`src/rtl/twi_slv_pkg.sv`:
```
// Shared constants and types for the two-wire slave engine.
// Assumes 7-bit addressing and 8-bit bytes on the bus.
package twi_slv_pkg;
    localparam int BYTE_W = 8;
    localparam int ADDR_W = BYTE_W - 1;
    localparam int CNT_W  = $clog2(BYTE_W + 1);

    localparam logic [BYTE_W-1:0] ST_IDLE    = 8'hF8;
    localparam logic [BYTE_W-1:0] ST_SLA_W   = 8'h60;
    localparam logic [BYTE_W-1:0] ST_GCALL   = 8'h70;
    localparam logic [BYTE_W-1:0] ST_RX_ACK  = 8'h80;
    localparam logic [BYTE_W-1:0] ST_RX_NACK = 8'h88;
    localparam logic [BYTE_W-1:0] ST_GC_ACK  = 8'h90;
    localparam logic [BYTE_W-1:0] ST_GC_NACK = 8'h98;
    localparam logic [BYTE_W-1:0] ST_STOPPED = 8'hA0;
    localparam logic [BYTE_W-1:0] ST_SLA_R   = 8'hA8;
    localparam logic [BYTE_W-1:0] ST_TX_ACK  = 8'hB8;
    localparam logic [BYTE_W-1:0] ST_TX_NACK = 8'hC0;
    localparam logic [BYTE_W-1:0] ST_TX_LAST = 8'hC8;

    typedef enum logic [2:0] {
        PH_IDLE, PH_ADDR, PH_ADDR_ACK, PH_RX, PH_RX_ACK, PH_TX, PH_TX_ACK, PH_SKIP
    } phase_t;

    typedef struct packed {
        logic start;
        logic stop;
        logic rise;
        logic fall;
    } bus_ev_t;
endpackage

```
`src/rtl/twi_slv_linemon.sv`:
```
// Line monitor: turns SCL/SDA levels into edge and START/STOP events.
// Assumes both inputs are already synchronised to clk; the lines idle high.
module twi_slv_linemon
    import twi_slv_pkg::*;
(
    input  logic    clk,
    input  logic    rst_n,
    input  logic    scl_i,
    input  logic    sda_i,
    output bus_ev_t ev
);
    logic scl_q, sda_q;

    // Keep the previous line levels for edge detection.
    always_ff @(posedge clk) begin
        if (!rst_n) begin
            scl_q <= 1'b1;
            sda_q <= 1'b1;
        end else begin
            scl_q <= scl_i;
            sda_q <= sda_i;
        end
    end

    // Decode events from the previous and present levels.
    always_comb begin
        ev.rise  = scl_i & ~scl_q;
        ev.fall  = ~scl_i & scl_q;
        ev.start = scl_i & scl_q & sda_q & ~sda_i;
        ev.stop  = scl_i & scl_q & ~sda_q & sda_i;
    end
endmodule

```
`src/rtl/twi_slv_hold.sv`:
```
// Clock-stretch and interrupt stage: holds SCL low while the flag is set.
// Assumes the flag comes from a register; the hold is latched only once SCL
// is seen low, so a flag raised while SCL is high never forces a low pulse.
module twi_slv_hold (
    input  logic clk,
    input  logic rst_n,
    input  logic flag,
    input  logic irq_en,
    input  logic scl_i,
    output logic scl_oe,
    output logic irq
);
    logic hold_q;

    // Grab SCL once it is low and keep it while the flag stays set.
    always_ff @(posedge clk) begin
        if (!rst_n) hold_q <= 1'b0;
        else        hold_q <= flag & (hold_q | ~scl_i);
    end

    assign scl_oe = hold_q;
    assign irq    = irq_en & flag;
endmodule

```
`src/rtl/twi_slv_core.sv`:
```
// Slave protocol engine: address match, byte shifting, ACK slots, status codes.
// Assumes events from twi_slv_linemon; SDA is only updated on SCL falling
// edges or while software holds the bus stretched.
module twi_slv_core
    import twi_slv_pkg::*;
(
    input  logic              clk,
    input  logic              rst_n,
    input  bus_ev_t           ev,
    input  logic              sda_i,
    input  logic              ack_en,
    input  logic              gc_en,
    input  logic [ADDR_W-1:0] own_addr,
    input  logic [BYTE_W-1:0] tx_data,
    input  logic              flag_clr,
    output logic [BYTE_W-1:0] status,
    output logic [BYTE_W-1:0] rx_data,
    output logic              flag,
    output logic              sda_oe
);
    phase_t            phase;
    logic [BYTE_W-1:0] shreg;
    logic [CNT_W-1:0]  cnt;
    logic              rw, is_gc, ackd, mack, last, tx_pend;
    logic              addressed, terminal, own_hit, gc_hit;

    // Classify the current phase and status for the STOP and clear paths.
    always_comb begin
        addressed = (phase == PH_RX) || (phase == PH_RX_ACK) ||
                    (phase == PH_TX) || (phase == PH_TX_ACK);
        terminal  = (status == ST_RX_NACK) || (status == ST_GC_NACK) ||
                    (status == ST_STOPPED) || (status == ST_TX_NACK) ||
                    (status == ST_TX_LAST);
        own_hit   = shreg[BYTE_W-1:1] == own_addr;
        gc_hit    = (shreg[BYTE_W-1:1] == '0) && !shreg[0];
    end

    // Main sequencer: software clear first, then bus events override.
    always_ff @(posedge clk) begin
        if (!rst_n) begin
            phase   <= PH_IDLE;
            shreg   <= '0;
            cnt     <= '0;
            status  <= ST_IDLE;
            rx_data <= '0;
            flag    <= 1'b0;
            sda_oe  <= 1'b0;
            rw      <= 1'b0;
            is_gc   <= 1'b0;
            ackd    <= 1'b0;
            mack    <= 1'b0;
            last    <= 1'b0;
            tx_pend <= 1'b0;
        end else begin
            if (flag_clr && flag) begin
                flag <= 1'b0;
                if (terminal) status <= ST_IDLE;
                if (tx_pend) begin
                    shreg   <= tx_data;
                    sda_oe  <= ~tx_data[BYTE_W-1];
                    last    <= ~ack_en;
                    cnt     <= '0;
                    tx_pend <= 1'b0;
                end
            end
            if (ev.start) begin
                if (addressed) begin
                    status <= ST_STOPPED;
                    flag   <= 1'b1;
                end
                phase   <= PH_ADDR;
                cnt     <= '0;
                sda_oe  <= 1'b0;
                tx_pend <= 1'b0;
            end else if (ev.stop) begin
                if (addressed) begin
                    status <= ST_STOPPED;
                    flag   <= 1'b1;
                end
                phase   <= PH_IDLE;
                sda_oe  <= 1'b0;
                tx_pend <= 1'b0;
            end else begin
                case (phase)
                    PH_ADDR, PH_RX: begin
                        if (ev.rise) begin
                            shreg <= {shreg[BYTE_W-2:0], sda_i};
                            cnt   <= cnt + 1'b1;
                        end else if (ev.fall && cnt == CNT_W'(BYTE_W)) begin
                            cnt <= '0;
                            if (phase == PH_ADDR) begin
                                if (ack_en && (own_hit || (gc_hit && gc_en))) begin
                                    sda_oe <= 1'b1;
                                    rw     <= shreg[0];
                                    is_gc  <= gc_hit;
                                    phase  <= PH_ADDR_ACK;
                                end else begin
                                    phase <= PH_SKIP;
                                end
                            end else begin
                                rx_data <= shreg;
                                ackd    <= ack_en;
                                sda_oe  <= ack_en;
                                phase   <= PH_RX_ACK;
                            end
                        end
                    end
                    PH_ADDR_ACK: begin
                        if (ev.fall) begin
                            sda_oe  <= 1'b0;
                            flag    <= 1'b1;
                            status  <= rw ? ST_SLA_R : (is_gc ? ST_GCALL : ST_SLA_W);
                            phase   <= rw ? PH_TX : PH_RX;
                            tx_pend <= rw;
                            cnt     <= '0;
                        end
                    end
                    PH_RX_ACK: begin
                        if (ev.fall) begin
                            sda_oe <= 1'b0;
                            flag   <= 1'b1;
                            if (is_gc) status <= ackd ? ST_GC_ACK : ST_GC_NACK;
                            else       status <= ackd ? ST_RX_ACK : ST_RX_NACK;
                            phase  <= ackd ? PH_RX : PH_SKIP;
                        end
                    end
                    PH_TX: begin
                        if (!tx_pend) begin
                            if (ev.rise) begin
                                cnt <= cnt + 1'b1;
                            end else if (ev.fall) begin
                                if (cnt == CNT_W'(BYTE_W)) begin
                                    sda_oe <= 1'b0;
                                    phase  <= PH_TX_ACK;
                                end else begin
                                    shreg  <= {shreg[BYTE_W-2:0], 1'b0};
                                    sda_oe <= ~shreg[BYTE_W-2];
                                end
                            end
                        end
                    end
                    PH_TX_ACK: begin
                        if (ev.rise) begin
                            mack <= ~sda_i;
                        end else if (ev.fall) begin
                            flag <= 1'b1;
                            cnt  <= '0;
                            if (!mack) begin
                                status <= ST_TX_NACK;
                                phase  <= PH_SKIP;
                            end else if (last) begin
                                status <= ST_TX_LAST;
                                phase  <= PH_SKIP;
                            end else begin
                                status  <= ST_TX_ACK;
                                tx_pend <= 1'b1;
                                phase   <= PH_TX;
                            end
                        end
                    end
                    default: ;
                endcase
            end
        end
    end
endmodule

```
`src/rtl/twi_slave_engine.sv`:
```
// Top of the two-wire slave engine: line monitor, protocol core, stretch stage.
// Assumes synchronised line inputs and a one-cycle flag_clr pulse from software.
module twi_slave_engine
    import twi_slv_pkg::*;
(
    input  logic              clk,
    input  logic              rst_n,
    input  logic              scl_i,
    input  logic              sda_i,
    output logic              scl_oe,
    output logic              sda_oe,
    input  logic              ack_en,
    input  logic              gc_en,
    input  logic              irq_en,
    input  logic [ADDR_W-1:0] own_addr,
    input  logic [BYTE_W-1:0] tx_data,
    input  logic              flag_clr,
    output logic [BYTE_W-1:0] status,
    output logic [BYTE_W-1:0] rx_data,
    output logic              irq_flag,
    output logic              irq
);
    bus_ev_t ev;

    twi_slv_linemon u_mon (
        .clk(clk), .rst_n(rst_n), .scl_i(scl_i), .sda_i(sda_i), .ev(ev)
    );

    twi_slv_core u_core (
        .clk(clk), .rst_n(rst_n), .ev(ev), .sda_i(sda_i),
        .ack_en(ack_en), .gc_en(gc_en), .own_addr(own_addr), .tx_data(tx_data),
        .flag_clr(flag_clr), .status(status), .rx_data(rx_data),
        .flag(irq_flag), .sda_oe(sda_oe)
    );

    twi_slv_hold u_hold (
        .clk(clk), .rst_n(rst_n), .flag(irq_flag), .irq_en(irq_en),
        .scl_i(scl_i), .scl_oe(scl_oe), .irq(irq)
    );
endmodule

```
`config.mk`:
```
export PLATFORM = sky130hd
export DESIGN_NAME = twi_slave_engine
export DESIGN_NICKNAME = d
export VERILOG_FILES = /design/src/rtl/twi_slv_pkg.sv /design/src/rtl/twi_slv_linemon.sv /design/src/rtl/twi_slv_hold.sv /design/src/rtl/twi_slv_core.sv /design/src/rtl/twi_slave_engine.sv
export SDC_FILE = /design/constraint.sdc
export NUM_CORES = 1
export LEC_CHECK = 0
export ABC_AREA = 1
export BUFFER_PORTS_ARGS = -buffer_cell sky130_fd_sc_hd__buf_2
export CORE_ASPECT_RATIO = 0.75
export CORE_MARGIN = 1.5
export CORE_UTILIZATION = 60
export CTS_CLUSTER_DIAMETER = 80
export DETAILED_ROUTE_END_ITERATION = 12
export PLACE_DENSITY = 0.93
export REMOVE_ABC_BUFFERS = 1
export SETUP_SLACK_MARGIN = 0.05
export SYNTH_ARGS = -nofsm -noshare
export SYNTH_HDL_FRONTEND = slang
export SYNTH_HIERARCHICAL = 1
export SYNTH_SLANG_ARGS = --single-unit
```
`constraint.sdc`:
```
create_clock -name clk -period 5.84 [get_ports clk]
set_clock_uncertainty 0.2 [all_clocks]
set_input_delay 0.876 -clock clk [delete_from_list [all_inputs] [get_ports clk]]
set_output_delay 0.876 -clock clk [all_outputs]
set_load 0.01 [all_outputs]
```
[Yosys cells after proc, flatten, opt, wreduce, memory -nomap -nowiden]
Cells that the tools add are included.
Storage, ports and cells
  logic and storage cells: 182
  output and inout port bits: 20
  flip-flop bits (word level): 42
  input bits: 23
Cells by class
  reduce and logical (&&, ||, !) cells: 27
  eq/ne operators: 33
  mux-type cells: 82
  add/subtract/negate cells: 1
  bitwise logic cells: 22
Operator list (count)
  8-bit 2-to-1 mux: 21
  3-bit 2-to-1 mux: 15
  4-bit 2-to-1 mux: 11
  8-bit equality test, second input constant: 5
  1-bit 2-to-1 mux: 25
  8-bit case mux with 3 select lines: 1
  11-bit AND reduction: 2
  4-bit by 3-bit inequality test with 1-bit output, second input constant: 5
  4-bit inequality test, second input constant: 5
  4-bit case mux with 4 select lines: 1
  8-bit case mux with 2 select lines: 1
  3-bit case mux with 5 select lines: 1
  1-bit NOT: 12
  2-bit by 1-bit inequality test with 1-bit output, second input constant: 5
  2-bit inequality test, second input constant: 5
  1-bit AND: 9
  3-bit equality test, second input constant: 3
  1-bit logical OR: 8
  7-bit equality test: 1
  7-bit logical NOT: 1
  7-bit 2-to-1 mux: 1
  7-bit AND reduction: 1
  7-bit nonzero test: 1
  3-bit by 2-bit equality test with 1-bit output, second input constant: 2
  other kinds (16): 23

[Longest topological paths before layout]
Gate-level depths: netlist of run 1.
  word-level depth: 12
  mapped depth: 12
  mapped depth without buffers: 12

[By module]
The synthesis of run 1 kept the hierarchy.
By module, submodules not included
  twi_slv_core: sequential area each 780.7 um^2, times used 1, area each 2265.9 um^2, cells an instance 348
  twi_slv_linemon: sequential area each 40.0 um^2, times used 1, area each 88.8 um^2, cells an instance 15
  twi_slv_hold: sequential area each 20.0 um^2, times used 1, area each 43.8 um^2, cells an instance 6

[Least setup slack after synthesis of run 1]
OpenSTA, ideal clock, no wires.
  path type: in2reg
  start point: input port scl_i
  end point: register u_core.shreg[7]
  slack: 3.470 ns
  stages on the path: 11
  library setup time: 0.109 ns
  arrival: 2.062 ns
  cell sequence: nor2_1 inv_1 nor2_1 and3_1 nand2_1 nand2_1 nand2_1 a21boi_0 o21ai_0 nand2_1 inv_1
On the way
  word-level cells in the longest chain between the ends: 8
RTL lines
  from (decl): line twi_slave_engine.sv:8  | input logic scl_i,
  1-bit NOT: line twi_slv_linemon.sv:28  | ev.fall = ~scl_i & scl_q;
  1-bit AND: line twi_slv_linemon.sv:28
  8-bit 2-to-1 mux: line twi_slv_core.sv:131  | end else if (ev.fall) begin
  8-bit 2-to-1 mux: line twi_slv_core.sv:129  | if (ev.rise) begin
  8-bit 2-to-1 mux: line twi_slv_core.sv:128  | if (!tx_pend) begin
  8-bit case mux with 2 select lines: line twi_slv_core.sv:84  | case (phase)
  8-bit 2-to-1 mux: line twi_slv_core.sv:75  | end else if (ev.stop) begin
  8-bit 2-to-1 mux (*): line twi_slv_core.sv:66  | if (ev.start) begin
  to (signal assigned): line twi_slv_core.sv:59  | shreg <= tx_data;
  to (signal assigned): line twi_slv_core.sv:87  | shreg <= {shreg[BYTE_W-2:0], sda_i};
  to (signal assigned): line twi_slv_core.sv:136  | shreg <= {shreg[BYTE_W-2:0], 1'b0};
  to (decl): line twi_slv_core.sv:22  | logic [BYTE_W-1:0] shreg;
Mark *: on every way between the ends. The rest lies on a longest branch, timed or not.
A chain may end at the register's enable or synchronous reset.

==> results of run 1 <==
[stage by stage]
step           worst slack, ps  utilization  power (mW)  hold WS, ps
2_1_floorplan             3430            -       0.527          230
3_3_place_gp              2870        0.708       0.602          233
3_5_place_dp              2840        0.708       0.606          241
4_1_cts                   3150        0.737       0.830          250
5_1_grt                   2900        0.737       0.886          266
6_report                  3110        0.737       0.839          251
[synth_stat cells, drive strengths merged (4+ instances only)]
| library cell | number |
|---|---|
| nor2 | 42 |
| dfxtp | 42 |
| nand3 | 27 |
| nand2 | 89 |
| a21oi | 32 |
| nor3 | 4 |
| o21ai | 40 |
| inv | 59 |
| nand4 | 6 |
| o22ai | 7 |
[flip-flops by register name, indices dropped and copies added, names as in the netlist]
name / cells
u_core/rx_data: 8
u_core/shreg: 8
u_core/status: 8
u_core/cnt: 4
u_core/phase: 3
u_core/ackd: 1
u_core/flag: 1
u_core/is_gc: 1
u_core/last: 1
u_core/mack: 1
u_core/rw: 1
u_core/sda_oe: 1
u_core/tx_pend: 1
u_hold/scl_oe: 1
u_mon/scl_q: 1
u_mon/sda_q: 1
[final timing paths]
| check | startpoint | end | slack (ps) | depth (start not counted) |
|---|---|---|---|---|
| max | scl_i | u_core/rx_data[6] | 3110 | 8 |
| min | u_core/status[0] | u_core/status[0] | 250 | 2 |
| min reg2reg | u_core/status[0] | u_core/status[0] | 250 | 2 |
| max reg2reg | u_mon/scl_q | u_core/rx_data[6] | 3490 | 6 |
[power by group]
group	switching [mW]	total, mW	leakage, nW	internal [mW]
combinational	0.192	0.285	0.932	0.0924
sequential	0.0228	0.330	0.340	0.307
clock	0.0987	0.225	0.0579	0.126
[worst reg2reg max path: stages (launching register included)]
cell and delay [ps]:
dfxtp_1 350, inv_1 40, nor2_1 280, inv_1 260, nor4_4 810, o21ai_0 190, a21oi_1 160
[cell type report]
cell class,count,area [um2]
Clock buffer,5,68.8
Inverter,59,221
Tap cell,52,65.1
Clock inverter,3,40.0
Fill cell,317,982
Multi-Input combinational cell,264,1300
Sequential cell,42,841
Timing Repair Buffer,42,210
[cell families (layout without fill, tap and decap cells)]
| kind of cell | Yosys count | after routing | share of synthesized area |
|---|---|---|---|
| DFF | 42 | 42 | 0.351 |
| buffers and inverters | 63 | 109 | 0.106 |
| AOI/OAI and AO/OA | 88 | 88 | 0.206 |
| adders and majority gates | 2 | 2 | 0.0104 |
| xor gates and xnor gates | 2 | 2 | 0.00730 |
| and+or+nand+nor | 172 | 172 | 0.320 |
[layer usage]
metal  up-vias  routed length (um)  global-route usage
li1       1293                   -                   -
met1      1168                2920               0.448
met2       158                2670               0.456
met3        18                 760              0.0803
met4         0                 132               0.101
met5         -                   0                   0
==> flow_summary.yaml, run 1 <==
worst_setup_path:
  crit_slowest_cell: "nor4_4"
  arrival_ps: 2750
  worstPathRequired_ps: 5860
  path_max_fanout: 18
  cp.buffers_inverters: 1
  worstSetupEndpointType: "flop"
  path_common_cell: "nand2_1"
  path_cells: "buf_2, nand2_1, nor2_1, nor2_2, nand2_1, nor4_4, o21ai_0, a21oi_1"
  cpLargestDelayFamily: "simple AND/OR/NAND/NOR gates"
  critPathLaunchType: "input pin"
  max_stage_delay_ps: 720
  crit_type: "in2reg"
cts:
  clk_latency_ps: 290
  clkTransAtPathRegs_ps: 80
  clock-root-buffer: "clkbuf_8"
  cts_buffer_depth: 2
  cts.sinks: 42
  cts_tree: "built"
  postCtsHoldBufs: 0
  htree_levels: 2
  post_cts_buffers: 0
  cts_resized: 0
  cts_made_buffers: 5
detailed_routing:
  wire_per_inst_um: 13.9
  detail-route-antenna-nets: 0
  drt-pass1-iter-count: 5
  vias: 2637
  route.detailed.drc: 0
  postRouteWirelength_mm: 6.49
  drt-initial-drc-count: 313
  via_per_inst: 5.65
synth:
  yosysTopAreaCell: "dfxtp_1"
  postSynthCellCount: 369
  synth.avg_cell_area_um2: 6.50
  synth-edff-count: 0
  synth.distinct_cells: 37
  yosys-top-cells-area: "dfxtp_1, nand2_1, inv_1"
  ys_seq_area_frac: 0.351
  ys_warn_count: 6
  synth_ff_type: "dfxtp_1"
  ys_async_sr_fraction: 0
  yosysTopAreaCellShare: 0.351
  synth_seq_cells: 42
  syn_area_um2: 2400
sta:
  tns_ps: 0
  worst_pin_slew_ps: 832
  timing.final.crit_share: 0.468
  drv_slew: 0
  layout_min_cycle_time_ps: 2730
  rsz0062_at_grt: "no"
  slew_headroom: 0.441
  hold_viol_final: 0
  setup_violations: 0
  max_clock_freq_mhz: 366
global_route:
  grt_pass1_vias: 2341
  grt_max_degree: 26
  grt_usage: 0.310
  grt.overflow.total: 0
  grt_pass1_wl_mm: 10.7
  antenna_found_initial: 0
power:
  leakage_nw: 1.33
  cellPowerDensity_nw_per_um2: 305
  vdd_drop_max_uv: 211
floorplanning:
  rows: 19
  pin_count: 43
  die-height_um: 57.8
  die_area_um2: 4390
  core_um2: 3730
  die_x_um: 76.0
  start_util: 0.643
final_layout:
  finalInstanceArea_um2: 2750
  final_cells: 467
  antenna_cells: 0
  final_common_cell: "nand2_1"
  area_growth_pct: 14.7
  final_cell_mix: "nand2_1, inv_1, buf_2, dfxtp_1, o21ai_0"
  fin_nets: 439
  final_layout_size_suffix_gt1_frac: 0.169
place:
  io_buffers: 42
  dpl.hpwl_mm: 4.80
  gp_congestion: 0.954
  place_area_um2: 2640
  place_inst: 459
status:
  status: "finished, final reports clean"
min_path:
  hp-class: "reg2reg"
run:
  drv_cap: 0
Power figures use the tool's default switching activity.
==> run 2, diff against run 1 <==
- ABC_AREA: 1 -> 0
- CORE_UTILIZATION: 60 -> 55
- PLACE_DENSITY: 0.93 -> 0.87
- clock period: 5.84 -> 2.7 ns (I/O delays scaled with it)
==> flow_summary.yaml, run 2 <==
global_route:
  grt.overflow.total: 0
  grt_max_degree: 18
  grt_usage: 0.274
  grt_pass1_vias: 2132
  antenna_found_initial: 0
  grt_pass1_wl_mm: 9.67
worst_setup_path:
  r2r_start: "u_core/phase[1]"
  path_max_fanout: 16
  critPathLaunchType: "flop"
  crit_type: "reg2reg"
  worstRegToRegCells: 6
  path_cells: "buf_4, nand3_1, and3b_1, a31oi_1, nor4_1, a2111oi_0"
  worstPathRequired_ps: 2670
  rrSetupSlack_ps: 210
  reg2reg_to: "u_core/phase[2]"
  worstSetupEndpointType: "flop"
  arrival_ps: 2460
  crit_slowest_cell: "dfxtp_1"
  max_stage_delay_ps: 640
cts:
  cts.sinks: 42
  cts_tree: "built"
  post_cts_buffers: 0
  clock-root-buffer: "clkbuf_8"
  clk_latency_ps: 300
  cts_buffer_depth: 2
  clkTransAtPathRegs_ps: 80
  htree_levels: 2
  cts_resized: 0
  postCtsHoldBufs: 0
  cts_made_buffers: 5
sta:
  holdWs_ps: 132
  rsz0062_at_grt: "no"
  layout_min_cycle_time_ps: 2490
  setup_violations: 0
  worst_pin_slew_ps: 624
  slew_headroom: 0.582
  timing.final.crit_share: 0.922
  max_clock_freq_mhz: 402
  hold_viol_final: 0
  drv_slew: 0
  tns_ps: 0
detailed_routing:
  via_per_inst: 6.15
  detail-route-antenna-nets: 0
  vias: 2363
  postRouteWirelength_mm: 6.14
  drt-pass1-iter-count: 5
  route.detailed.drc: 0
  drt-initial-drc-count: 338
  wire_per_inst_um: 16.0
synth:
  synth_seq_cells: 42
  synthTopCellsByCount: "nand2_1, dfxtp_1, o21ai_0"
  yosysTopAreaCellShare: 0.370
  synth.avg_cell_area_um2: 8.01
  ys_seq_area_frac: 0.370
  ys_async_sr_fraction: 0
  yosysTopAreaCell: "dfxtp_1"
  post-synth-top-count-cell: "nand2_1"
  synth-edff-count: 0
  synth.distinct_cells: 57
  syn_area_um2: 2270
  postSynthCellCount: 284
  synth_ff_type: "dfxtp_1"
  yosys-top-cells-area: "dfxtp_1, nand2_1, o21ai_0"
  ys_warn_count: 6
final_layout:
  area_growth_pct: 16.8
  final_cell_mix: "nand2_1, buf_2, dfxtp_1"
  reg_top3: "u_core/rx_data x8, u_core/shreg x8, u_core/status x8"
  fin_nets: 353
  final_common_cell: "nand2_1"
  final_layout_size_suffix_gt1_frac: 0.207
  finalInstanceArea_um2: 2660
  antenna_cells: 0
  utilization: 0.664
min_path:
  whs_path_depth: 2
  hp-class: "in2reg"
  hold_end: "u_hold/scl_oe"
  hold_path_startpoint: "scl_i"
floorplanning:
  die_x_um: 77.3
  die_area_um2: 4530
  core_um2: 4000
  rows: 20
  die-height_um: 58.7
  start_util: 0.568
  pin_count: 43
power:
  cellPowerDensity_nw_per_um2: 434
  vdd_drop_max_uv: 250
  leakage_nw: 1.13
place:
  dpl.hpwl_mm: 4.43
  place_area_um2: 2560
  io_buffers: 42
  gp_congestion: 1.01
run:
  drv_cap: 0
status:
  status: "finished, final reports clean"
-- run 2: changes by cell type after synthesis, sizes merged, moves of 5 or more --
| cell | change |
|---|---|
| a31oi | +5 |
| nand4 | -6 |
| mux2i | +6 |
| nor2 | -26 |
| xor2 | +7 |
| o22ai | -7 |
| a21oi | -12 |
| nor2b | +9 |
| o21ai | -19 |
| clkbuf | +7 |
| nand2b | +8 |
| nand2 | -46 |
| nand3 | -14 |
| inv | -50 |
-- run 2: kinds of logic after synthesis --
family / synth area share
AOI/OAI and AO/OA: 0.221
xor gates and xnor gates: 0.0347
adders and majority gates: 0.0110
buffers and inverters: 0.0396
DFF: 0.370
muxes: 0.0413
and+or+nand+nor: 0.283
-- run 2: layout make-up --
type | count | area (um2)
clock inverters | 1 | 5.00
well taps | 55 | 68.8
clock buffers | 7 | 86.3
fillers | 353 | 1350
flip-flops and latches | 42 | 841
repair buffers | 50 | 270
inverters | 10 | 37.5
multi-input cells | 219 | 1350
-- run 2: where the power goes --
part           total [mW]  leakage [nW]  internal, mW  switching [mW]
clock network       0.414        0.0482         0.206           0.208
logic               0.111         0.742        0.0427          0.0680
registers           0.628         0.339         0.623         0.00543
total                1.15          1.13         0.872           0.281
-- run 2: worst max-delay path by stage --
stage	start	endpoint	slack (ps)	depth (start not counted)
3_5_place_dp	scl_i	u_core/rx_data[4]	-8	6
2_1_floorplan	scl_i	u_core/cnt[2]	510	6
4_1_cts	u_mon/scl_q	u_core/rx_data[4]	160	5
5_1_grt	u_core/phase[1]	u_core/phase[2]	80	6
3_3_place_gp	scl_i	u_core/rx_data[1]	200	6
6_report	u_core/phase[1]	u_core/phase[2]	210	6
-- run 2: critical path: cells and delay by family (launching register included) --
kind	cells	cell delay, ps
compound gates	2	840
buf+inv	1	240
flops	1	640
simple gates	3	450
-- run 2: routing by layer --
metal	global-route usage	vias to the layer above	routed length, um
met4	0.0987	0	143
met1	0.366	1081	2650
met2	0.439	135	2740
met5	0	-	0
li1	-	1121	-
met3	0.0636	26	610
-- run 2: metrics by stage --
step / setup slack [ps] / total power [mW] / instances
floorplan: 513 / 0.698 / 271
global placement: 205 / 0.747 / 376
detailed placement: -7.97 / 0.749 / 376
CTS: 164 / 1.15 / 384
global route: 75.9 / 1.19 / 384
finish: 212 / 1.15 / 384
